`src/rtl/dtmr_pkg.sv`:
```
`timescale 1ns/1ps
package dtmr_pkg;

  // Terminal prescaler value (ratio minus one) for each select code.
  function automatic int unsigned psc_last(input int unsigned sel);
    case (sel)
      1:       return 3;
      2:       return 9;
      3:       return 15;
      4:       return 49;
      5:       return 63;
      6:       return 99;
      7:       return 199;
      default: return 0;
    endcase
  endfunction

endpackage

```
`src/rtl/dtmr_prescale.sv`:
```
`timescale 1ns/1ps
module dtmr_prescale #(
  parameter int SEL_W = 3,
  parameter int PSC_W = 8
) (
  input  logic             clk,
  input  logic             rst_n,
  input  logic             tick_i,
  input  logic             run_i,
  input  logic [SEL_W-1:0] sel_i,
  input  logic             restart_i,
  output logic             stroke_o
);

  logic [PSC_W-1:0] psc_q;
  logic [PSC_W-1:0] psc_d;
  logic [PSC_W-1:0] last;
  logic             psc_en;

  assign last     = PSC_W'(dtmr_pkg::psc_last(int'(sel_i)));
  assign stroke_o = run_i && tick_i && !restart_i && (psc_q == last);
  assign psc_en   = restart_i || !run_i || tick_i;

  always_comb begin
    psc_d = psc_q;
    if (restart_i || !run_i) begin
      psc_d = '0;
    end else if (tick_i) begin
      psc_d = stroke_o ? '0 : psc_q + 1'b1;
    end
  end

  always_ff @(posedge clk or negedge rst_n) begin
    if (!rst_n) begin
      psc_q <= '0;
    end else if (psc_en) begin
      psc_q <= psc_d;
    end
  end

endmodule

```
`src/rtl/dtmr_counter.sv`:
```
`timescale 1ns/1ps
module dtmr_counter #(
  parameter int DATA_W = 8,
  localparam int CNT_W = DATA_W + 1
) (
  input  logic              clk,
  input  logic              rst_n,
  input  logic              run_i,
  input  logic              stroke_i,
  input  logic              load_i,
  input  logic [DATA_W-1:0] load_val_i,
  output logic [CNT_W-1:0]  cnt_o,
  output logic              expire_o
);

  localparam logic [CNT_W-1:0] FULL = {1'b1, {DATA_W{1'b0}}};

  logic [CNT_W-1:0] reload_q, reload_d;
  logic [CNT_W-1:0] cnt_q, cnt_d;
  logic             expire_q, expire_d;
  logic [CNT_W-1:0] load_wide;
  logic             at_one;

  assign load_wide = (load_val_i == '0) ? FULL : {1'b0, load_val_i};
  assign at_one    = (cnt_q == CNT_W'(1));

  always_comb begin
    reload_d = load_i ? load_wide : reload_q;
    cnt_d    = cnt_q;
    if (load_i && !run_i) begin
      cnt_d = load_wide;
    end else if (stroke_i) begin
      cnt_d = at_one ? reload_q : cnt_q - 1'b1;
    end
    expire_d = stroke_i && at_one;
  end

  always_ff @(posedge clk or negedge rst_n) begin
    if (!rst_n) begin
      reload_q <= FULL;
      cnt_q    <= FULL;
      expire_q <= 1'b0;
    end else begin
      if (load_i) begin
        reload_q <= reload_d;
      end
      if (load_i || stroke_i) begin
        cnt_q <= cnt_d;
      end
      expire_q <= expire_d;
    end
  end

  assign cnt_o    = cnt_q;
  assign expire_o = expire_q;

endmodule

```
`src/rtl/dtmr_quad.sv`:
```
`timescale 1ns/1ps
module dtmr_quad #(
  parameter int DATA_W = 8,
  parameter int ADDR_W = 3,
  parameter int PSC_W  = 8
) (
  input  logic              clk,
  input  logic              rst_n,
  input  logic              tick_i,
  input  logic              wr_en_i,
  input  logic [ADDR_W-1:0] addr_i,
  input  logic [DATA_W-1:0] wdata_i,
  output logic [DATA_W-1:0] rdata_o,
  output logic [3:0]        timeout_o
);

  localparam int CH_N   = 4;
  localparam int SEL_W  = 3;
  localparam int MODE_W = SEL_W + 1;
  localparam int CNT_W  = DATA_W + 1;
  localparam int DATA_BASE = 3;

  logic [CH_N-1:0][MODE_W-1:0] mode_q, mode_d;
  logic [CH_N-1:0]             ctl_hit;
  logic [CH_N-1:0]             restart;
  logic [CH_N-1:0]             run_all;
  logic [CH_N-1:0]             load;
  logic [CH_N-1:0]             stroke;
  logic [CH_N-1:0][CNT_W-1:0]  cnt_all;

  // Control decode: A and B own registers, C and D share one byte.
  always_comb begin
    ctl_hit[0] = wr_en_i && (addr_i == ADDR_W'(0));
    ctl_hit[1] = wr_en_i && (addr_i == ADDR_W'(1));
    ctl_hit[2] = wr_en_i && (addr_i == ADDR_W'(2));
    ctl_hit[3] = ctl_hit[2];
    mode_d[0]  = wdata_i[3:0];
    mode_d[1]  = wdata_i[3:0];
    mode_d[2]  = {1'b0, wdata_i[6:4]};
    mode_d[3]  = {1'b0, wdata_i[2:0]};
  end

  generate
    for (genvar ch = 0; ch < CH_N; ch++) begin : g_ch
      assign restart[ch] = ctl_hit[ch] && (mode_d[ch] != mode_q[ch]);
      assign run_all[ch] = !mode_q[ch][MODE_W-1] && (mode_q[ch][SEL_W-1:0] != '0);
      assign load[ch]    = wr_en_i && (addr_i == ADDR_W'(DATA_BASE + ch));

      always_ff @(posedge clk or negedge rst_n) begin
        if (!rst_n) begin
          mode_q[ch] <= '0;
        end else if (ctl_hit[ch]) begin
          mode_q[ch] <= mode_d[ch];
        end
      end

      dtmr_prescale #(.SEL_W(SEL_W), .PSC_W(PSC_W)) u_psc (
        .clk       (clk),
        .rst_n     (rst_n),
        .tick_i    (tick_i),
        .run_i     (run_all[ch]),
        .sel_i     (mode_q[ch][SEL_W-1:0]),
        .restart_i (restart[ch]),
        .stroke_o  (stroke[ch])
      );

      dtmr_counter #(.DATA_W(DATA_W)) u_cnt (
        .clk        (clk),
        .rst_n      (rst_n),
        .run_i      (run_all[ch]),
        .stroke_i   (stroke[ch]),
        .load_i     (load[ch]),
        .load_val_i (wdata_i),
        .cnt_o      (cnt_all[ch]),
        .expire_o   (timeout_o[ch])
      );
    end
  endgenerate

  always_comb begin
    rdata_o = '0;
    case (addr_i)
      ADDR_W'(0): rdata_o = DATA_W'(mode_q[0]);
      ADDR_W'(1): rdata_o = DATA_W'(mode_q[1]);
      ADDR_W'(2): rdata_o = DATA_W'({1'b0, mode_q[2][SEL_W-1:0], 1'b0, mode_q[3][SEL_W-1:0]});
      ADDR_W'(3): rdata_o = cnt_all[0][DATA_W-1:0];
      ADDR_W'(4): rdata_o = cnt_all[1][DATA_W-1:0];
      ADDR_W'(5): rdata_o = cnt_all[2][DATA_W-1:0];
      ADDR_W'(6): rdata_o = cnt_all[3][DATA_W-1:0];
      default:    rdata_o = '0;
    endcase
  end

endmodule

```
`config.mk`:
```
export PLATFORM = sky130hd
export DESIGN_NAME = dtmr_quad
export DESIGN_NICKNAME = d
export VERILOG_FILES = /design/src/rtl/dtmr_pkg.sv /design/src/rtl/dtmr_prescale.sv /design/src/rtl/dtmr_counter.sv /design/src/rtl/dtmr_quad.sv
export SDC_FILE = /design/constraint.sdc
export NUM_CORES = 1
export LEC_CHECK = 0
export BUFFER_PORTS_ARGS = -buffer_cell sky130_fd_sc_hd__buf_2
export CORE_ASPECT_RATIO = 1.1
export CORE_MARGIN = 8
export CORE_UTILIZATION = 33
export CTS_BUF_LIST = sky130_fd_sc_hd__clkbuf_4 sky130_fd_sc_hd__clkbuf_8
export CTS_CLUSTER_DIAMETER = 40
export DETAILED_ROUTE_END_ITERATION = 7
export GPL_ROUTABILITY_DRIVEN = 0
export PLACE_DENSITY = 0.54
export SYNTH_ARGS = -nofsm -noshare
export SYNTH_HDL_FRONTEND = slang
export SYNTH_SLANG_ARGS = --single-unit
```
`constraint.sdc`:
```
create_clock -name clk -period 6.5 [get_ports clk]
set_clock_uncertainty 0.15 [all_clocks]
set_input_delay 1.3 -clock clk [delete_from_list [all_inputs] [get_ports clk]]
set_output_delay 1.3 -clock clk [all_outputs]
set_load 0.03 [all_outputs]
```
==> impl_metrics.yaml, run 1 <==
routing:
  drcViolationCount: 0
  via_per_inst: 5.69
  vias: 6665
  post_drt_wl_per_cell_um: 18.8
  drt_iter0_drc: 403
  drt_first_pass_iters: 5
  wl_um: 22000
  postRouteAntennaNets: 0
hold_path:
  min_from: "g_ch[1].u_cnt.reload_q[8]$_DFFE_PN1P_"
  hold_path_end: "g_ch[1].u_cnt.reload_q[8]$_DFFE_PN1P_"
  hold_path_class: "reg2reg"
  min_delay_path_depth: 2
placed_design:
  hpwl_um: 15000
  port-buffer-count: 26
  placed_cell_area_mm2: 0.00827
yosys:
  synth_cell_types: 83
  yosys-top-cells-area: "dfrtp_1 (36%), mux2_2 (6.2%), nand2_1 (3.5%)"
  postSynthCellCount: 868
  ys_warn_count: 0
  post-synth-top-area-fraction: 0.357
  ys_ff_latch: 122
  synth.avg_cell_area_um2: 9.21
  synth_top_flop_cell: "dfrtp_1"
  synth_edf_count: 0
  netlist_area_mm2: 0.00799
  yosys.area.top_type: "dfrtp_1"
  async_reset_ff_frac: 1.00
  synth_seq_area_share: 0.383
  synth_nets: 895
clock_network:
  cts-resized-gates: 0
  numCtsBuffers: 17
  clk_latency_ns: 0.46
  cts_hold_buf: 0
  clockBufferDepth: 2
  clk_pin_slew_worst_paths_ns: 0.08
  cts_setup_buffers: 0
  cts_tree: "done"
  cts.sinks: 122
  htree_levels: 4
  clockRootBuffer: "clkbuf_8"
pwr:
  p_switching_mw: 1.20
  static-leakage-power_nw: 3.57
  combPwrFrac: 0.337
  total_power_mw: 2.97
  intPower_mw: 1.77
  pwr-share-seq: 0.431
  switching_share: 0.405
  peakVddDrop_uv: 155
  power.share.clock: 0.233
  powerDensity_mw_per_mm2: 343
floorplan:
  initial_core_util: 0.337
  io_pins: 27
  fp.dieArea_mm2: 0.0295
  core_mm2: 0.0237
  row_count: 59
  die_w_um: 164
  dieHeight_um: 179
cells_and_area:
  syn2layout_area_growth_pct: 8.41
  final_common_cell: "dfrtp_1"
  fin_area_mm2: 0.00866
  multi_input_area_mm2: 0.00451
  fin_util: 0.366
  fillers: 2395
  fin_nets: 880
  drive_gt1_frac: 0.170
  layout.area.seq_mm2: 0.00306
  n_antenna_cell: 0
  final_cell_mix: "dfrtp_1 (114), nand2_1 (74), nor2_1 (60)"
setup_path:
  crit_path_max_incr_delay_ns: 0.57
  rrSetupSlack_ns: 3.40
  cpMaxStageDelayCell: "nor2b_1"
  reg2reg_depth: 6
  critPathKind: "in2out"
  critPathLaunchType: "input port"
  end_kind: "output pin"
  r2r-start: "mode_q[1]$_DFFE_PN0P_"
  path_max_fanout: 21
  critical_path.cell_chain: "buf_2, nor2b_1, a21oi_1, a21oi_1, buf_2"
  worstPathArrival_ns: 2.95
  r2r_end: "g_ch[0].u_cnt.cnt_o[4]$_DFFE_PN0P_"
  critPathRequiredTime_ns: 5.05
flow_run:
  drv_cap: 0
sta:
  final.min_clock_period_ns: 4.40
  grt_setup_unrepaired: "no"
  period_share: 0.676
  setup_tns_ns: 0
  setup_viol: 0
  max_freq_mhz: 227
  hold-worst-slack_ns: 0.336
  worstMarginPinSlew_ns: 0.925
  slew-limit-headroom: 0.382
  final_max_slew_viol_count: 0
  hold_viol: 0
global_route:
  grt_pass1_vias: 6407
  track_usage: 0.154
  overflow: 0
  grt_max_degree: 74
  grt_first_pass_wirelength_um: 35800
  antenna_found_initial: 0
run_status:
  outcome: "completed"
==> critical path: cells and delay by family <==
family	cells	cell delay (ns)
buf+inv	2	0.64
simple gates	1	0.57
compound gates	2	0.42
==> cell type report <==
| cell class | instances | area share |
|---|---|---|
| well taps | 305 | 0.0441 |
| clock buffers | 18 | 0.0286 |
| repair buffers | 34 | 0.0227 |
| multi-input cells | 648 | 0.521 |
| flip-flops and latches | 122 | 0.354 |
| clock inverters | 14 | 0.0170 |
| inverters | 30 | 0.0130 |
==> registers in the layout (all words and copies together), names as in the netlist <==
signal               cells
g_ch.u_psc.psc_q        32
g_ch.u_cnt.expire_o      4
g_ch.u_cnt.cnt_o        36
g_ch.u_cnt.reload_q     36
mode_q                  14
==> layer usage <==
metal,wire (um),GRT usage
met5,0,0
met4,309,0.0493
met3,957,0.0299
met2,10300,0.245
met1,10400,0.208
==> cells in the mapped netlist, drive strengths merged (9+ instances only) <==
library cell and number:
dfrtp 114, xor2 22, nand3 26, a21oi 32, nor2b 15, nand4 10, o21ai 58, clkbuf 41
nand2 75, inv 30, nand2b 16, ha 12, a31oi 26, nor3 13, xnor2 11, nand3b 9
nor4 11, nor2 60, and3 15, mux2 45, a22o 12, mux2i 17, a221o 10, buf 27
==> cells by family after synthesis <==
group,share of synthesized area
simple gates,0.207
flops,0.383
xor+xnor,0.0362
fa+ha+maj,0.0200
compound gates,0.207
mux,0.0932
buf+inv,0.0539
==> worst max-delay path by stage <==
stage	start	end	slack, ns	cells past startpoint
after floorplan	addr_i[1]	rdata_o[3]	2.32	4
after global placement	addr_i[0]	rdata_o[2]	2.11	5
after detailed placement	addr_i[0]	rdata_o[2]	2.18	5
after CTS	addr_i[0]	rdata_o[2]	2.17	5
after global routing	addr_i[0]	rdata_o[0]	1.97	6
final	addr_i[0]	rdata_o[2]	2.10	5
==> metrics by stage <==
step / cells / setup slack, ns
6_report: 1171 / 2.10
5_1_grt: 1171 / 1.97
4_1_cts: 1171 / 2.17
3_5_place_dp: 1139 / 2.18
3_3_place_gp: 1139 / 2.11
2_1_floorplan: 868 / 2.32
==> power by group through the flow <==
stage               clock [mW]  combinational, mW  sequential [mW]
floorplan                    0              0.889             1.11
global placement             0              0.983             1.30
detailed placement           0              0.995             1.29
CTS                      0.715               1.00             1.27
global route             0.748               1.13             1.32
finish                   0.692               1.00             1.28
No activity file was read; power rests on OpenSTA's default activity.
==> run 2, diff against run 1 <==
Settings changed: PLACE_DENSITY 0.54 to 0.55.
Clock period 6.5 ns to 3.85 ns, I/O delays scaled along.
==> impl_metrics.yaml, run 2 (same netlist as run 1, synthesis figures left out) <==
routing:
  drt_iter0_drc: 438
  drcViolationCount: 0
  postRouteAntennaNets: 0
  via_per_inst: 5.65
  vias: 6692
  wl_um: 21700
  post_drt_wl_per_cell_um: 18.3
  drt_first_pass_iters: 7
placed_design:
  hpwl_um: 15100
  port-buffer-count: 26
  dp.cells: 1152
  placed_cell_area_mm2: 0.00837
  dp_slack_ns: 0.488
flow_run:
  drv_cap: 0
floorplan:
  fp.dieArea_mm2: 0.0295
  dieHeight_um: 179
  row_count: 59
  initial_core_util: 0.337
  core_mm2: 0.0237
  io_pins: 27
  die_w_um: 164
global_route:
  grt_pass1_vias: 6499
  antenna_found_initial: 0
  grt_max_degree: 88
  track_usage: 0.154
  grt_first_pass_wirelength_um: 35700
  overflow: 0
clock_network:
  clockRootBuffer: "clkbuf_8"
  cts_tree: "done"
  cts_setup_buffers: 0
  cts-resized-gates: 0
  clk_pin_slew_worst_paths_ns: 0.08
  cts.sinks: 122
  clockBufferDepth: 2
  cts_hold_buf: 0
  clk_latency_ns: 0.46
  numCtsBuffers: 17
  htree_levels: 4
sta:
  worstMarginPinSlew_ns: 0.838
  setup_slack_ns: 0.426
  final.min_clock_period_ns: 3.42
  final_max_slew_viol_count: 0
  slew-limit-headroom: 0.441
  hold-worst-slack_ns: 0.244
  setup_viol: 0
  max_freq_mhz: 292
  hold_viol: 0
  period_share: 0.889
  setup_tns_ns: 0
  grt_setup_unrepaired: "no"
cells_and_area:
  multi_input_area_mm2: 0.00450
  final_cell_mix: "dfrtp_1 (114), nand2_1 (74), nor2_1 (60)"
  final_common_cell: "dfrtp_1"
  instances_no_fill: 1184
  layout.area.seq_mm2: 0.00306
  syn2layout_area_growth_pct: 9.96
  fin_nets: 893
  n_antenna_cell: 0
  fin_area_mm2: 0.00879
  fillers: 2398
  drive_gt1_frac: 0.180
setup_path:
  critPathRequiredTime_ns: 2.93
  path_max_fanout: 21
  r2r_end: "g_ch[1].u_cnt.cnt_o[3]$_DFFE_PN0P_"
  worstPathArrival_ns: 2.50
  critPathLaunchType: "input port"
  r2r-start: "mode_q[6]$_DFFE_PN0P_"
  critPathKind: "in2out"
  reg2reg_depth: 6
  end_kind: "output pin"
  rrSetupSlack_ns: 1.12
pwr:
  powerDensity_mw_per_mm2: 581
  static-leakage-power_nw: 3.65
  peakVddDrop_uv: 236
hold_path:
  hold_path_class: "in2async"
run_status:
  outcome: "completed"
==> run 2: cell types whose count changed in the layout (fill, tap and decap cells not counted), moves of 2 or more <==
cell      change
inv_6         -2
buf_4        +12
clkbuf_4      +5
clkinv_4      -4
==> run 2: cell type report <==
| cell class | instances | share of cell area |
|---|---|---|
| clock buffer | 24 | 0.0340 |
| clock inverter | 8 | 0.0137 |
| inverter | 30 | 0.0128 |
| multi-input combinational | 648 | 0.513 |
| sequential | 122 | 0.349 |
| tap | 305 | 0.0434 |
| timing repair buffer | 47 | 0.0349 |
==> run 2: power by group <==
part	switching, mW	internal (mW)
Combinational	0.897	0.805
Sequential	0.558	1.60
Clock	0.537	0.707
Total	1.99	3.11
==> run 2: worst max path at each step <==
stage            endpoint  slack (ns)  cells past startpoint  startpoint
2_1_floorplan  rdata_o[3]        0.73                      4   addr_i[1]
3_3_place_gp   rdata_o[2]        0.53                      5   addr_i[0]
3_5_place_dp   rdata_o[2]        0.49                      5   addr_i[0]
4_1_cts        rdata_o[2]        0.48                      5   addr_i[0]
5_1_grt        rdata_o[2]        0.33                      5   addr_i[0]
6_report       rdata_o[2]        0.43                      5   addr_i[0]
==> run 2: routing by layer <==
| layer | GRT usage | up-vias | share of wire | wire (um) |
|---|---|---|---|---|
| li1 | - | 3223 | - | - |
| met1 | 0.208 | 3295 | 0.48 | 10300 |
| met2 | 0.239 | 148 | 0.46 | 9900 |
| met3 | 0.0322 | 26 | 0.048 | 1050 |
| met4 | 0.0534 | 0 | 0.018 | 397 |
| met5 | 0 | - | 0 | 0 |
==> run 2: critical path, cell delays in order <==
cell	delay [ns]
buf_2	0.40
nor2b_1	0.61
a21oi_1	0.19
a21oi_1	0.28
buf_2	0.25
==> run 2: metrics by stage <==
step | util | total power, mW
after floorplan | - | 3.37
after global placement | 0.353 | 3.85
after detailed placement | 0.353 | 3.87
after CTS | 0.371 | 5.13
after global routing | 0.371 | 5.48
final | 0.371 | 5.10
==> run 3, diff against run 2 <==
Settings changed: BUFFER_PORTS_ARGS -buffer_cell sky130_fd_sc_hd__buf_2 to -buffer_cell sky130_fd_sc_hd__buf_4.
==> impl_metrics.yaml, run 3 (same netlist as run 1, synthesis figures left out) <==
run_status:
  outcome: "completed"
sta:
  grt_setup_unrepaired: "no"
  final_max_slew_viol_count: 0
  worstMarginPinSlew_ns: 0.675
  slew-limit-headroom: 0.548
  period_share: 0.822
  setup_slack_ns: 0.685
  max_freq_mhz: 316
  setup_viol: 0
  hold-worst-slack_ns: 0.145
  final.min_clock_period_ns: 3.17
  hold_viol: 0
  setup_tns_ns: 0
global_route:
  grt_pass1_vias: 6462
  track_usage: 0.156
  antenna_found_initial: 0
  grt_first_pass_wirelength_um: 36100
  grt_max_degree: 60
  overflow: 0
routing:
  via_per_inst: 5.78
  drcViolationCount: 0
  post_drt_wl_per_cell_um: 18.8
  vias: 6823
  wl_um: 22200
  drt_first_pass_iters: 5
  drt_iter0_drc: 491
  postRouteAntennaNets: 0
cells_and_area:
  instances_no_fill: 1181
  multi_input_area_mm2: 0.00450
  final_cell_mix: "dfrtp_1 (114), nand2_1 (74), nor2_1 (60)"
  fillers: 2386
  final_common_cell: "dfrtp_1"
  fin_nets: 891
  syn2layout_area_growth_pct: 10.7
  fin_area_mm2: 0.00885
  n_antenna_cell: 0
  drive_gt1_frac: 0.177
  layout.area.seq_mm2: 0.00306
placed_design:
  dp.cells: 1150
  placed_cell_area_mm2: 0.00840
  port-buffer-count: 26
  hpwl_um: 15400
  dp_slack_ns: 0.729
floorplan:
  die_w_um: 164
  row_count: 59
  core_mm2: 0.0237
  dieHeight_um: 179
  io_pins: 27
  initial_core_util: 0.337
  fp.dieArea_mm2: 0.0295
setup_path:
  worstPathArrival_ns: 2.25
  critPathRequiredTime_ns: 2.93
  path_common_cell: "buf_4"
  crit_path_max_incr_delay_ns: 0.57
  critical_path.cell_chain: "buf_4, nor2b_1, a22o_1, nand2_1, o221ai_1, buf_4"
  cpMaxStageDelayCell: "nor2b_1"
  reg2reg_depth: 6
  r2r_end: "g_ch[3].u_cnt.cnt_o[1]$_DFFE_PN0P_"
  critPathLaunchType: "input port"
  path_max_fanout: 21
  critPathKind: "in2out"
  rrSetupSlack_ns: 1.12
  r2r-start: "mode_q[14]$_DFFE_PN0P_"
  end_kind: "output pin"
hold_path:
  hold_path_class: "in2async"
pwr:
  powerDensity_mw_per_mm2: 587
  peakVddDrop_uv: 251
  switching_share: 0.383
  intPower_mw: 3.20
  pwr-share-seq: 0.419
  p_switching_mw: 1.99
  static-leakage-power_nw: 3.67
  power.share.clock: 0.251
  combPwrFrac: 0.331
clock_network:
  cts_hold_buf: 0
  htree_levels: 4
  clockBufferDepth: 2
  cts_tree: "done"
  cts_setup_buffers: 0
  clk_latency_ns: 0.45
  cts.sinks: 122
  cts-resized-gates: 0
  clockRootBuffer: "clkbuf_8"
  numCtsBuffers: 17
  clk_pin_slew_worst_paths_ns: 0.07
flow_run:
  drv_cap: 0
run 3: cell types whose count changed in the layout (fill, tap and decap cells not counted):
cell / before / now
bufinv_16: 3 / 4
clkinv_2: 3 / 4
clkinvlp_4: 2 / 0
clkbuf_4: 5 / 2
buf_4: 20 / 44
clkbuf_8: 19 / 21
buf_12: 1 / 0
buf_2: 25 / 0
run 3: cell type report:
class                   instances  share of cell area
clock buffers                  23              0.0344
clock inverters                 8              0.0158
inverters                      30              0.0127
multi-input cells             648               0.509
flip-flops and latches        122               0.346
well taps                     305              0.0431
repair buffers                 45              0.0386
run 3: power groups by stage:
stage               combinational, mW  sequential (mW)  clock (mW)
global route                     1.94             2.23        1.39
CTS                              1.72             2.16        1.33
global placement                 1.69             2.18           0
finish                           1.71             2.17        1.30
detailed placement               1.70             2.18           0
floorplan                        1.50             1.87           0
run 3: how the worst max path moves through the flow:
| stage | slack [ns] | end | startpoint |
|---|---|---|---|
| finish | 0.68 | rdata_o[6] | addr_i[0] |
| global route | 0.62 | rdata_o[2] | addr_i[0] |
| CTS | 0.72 | rdata_o[2] | addr_i[0] |
| detailed placement | 0.73 | rdata_o[2] | addr_i[0] |
| global placement | 0.75 | rdata_o[2] | addr_i[0] |
| floorplan | 0.73 | rdata_o[3] | addr_i[1] |
run 3: metal layers:
layer,share of wire,vias to the layer above,global-route usage
li1,-,3221,-
met4,0.0092,0,0.0417
met1,0.48,3454,0.211
met3,0.038,17,0.0319
met2,0.47,131,0.247
met5,0,-,0
run 3: per-stage QoR:
stage	total power, mW	utilization
after floorplan	3.37	-
after global placement	3.87	0.355
after global routing	5.56	0.373
after CTS	5.21	0.373
final	5.19	0.373
after detailed placement	3.89	0.355
run 3: critical path: cells and delay by family:
family / cells / cell delay [ns]
and+or+nand+nor: 2 / 0.62
buffers and inverters: 2 / 0.49
AOI/OAI and AO/OA: 2 / 0.36
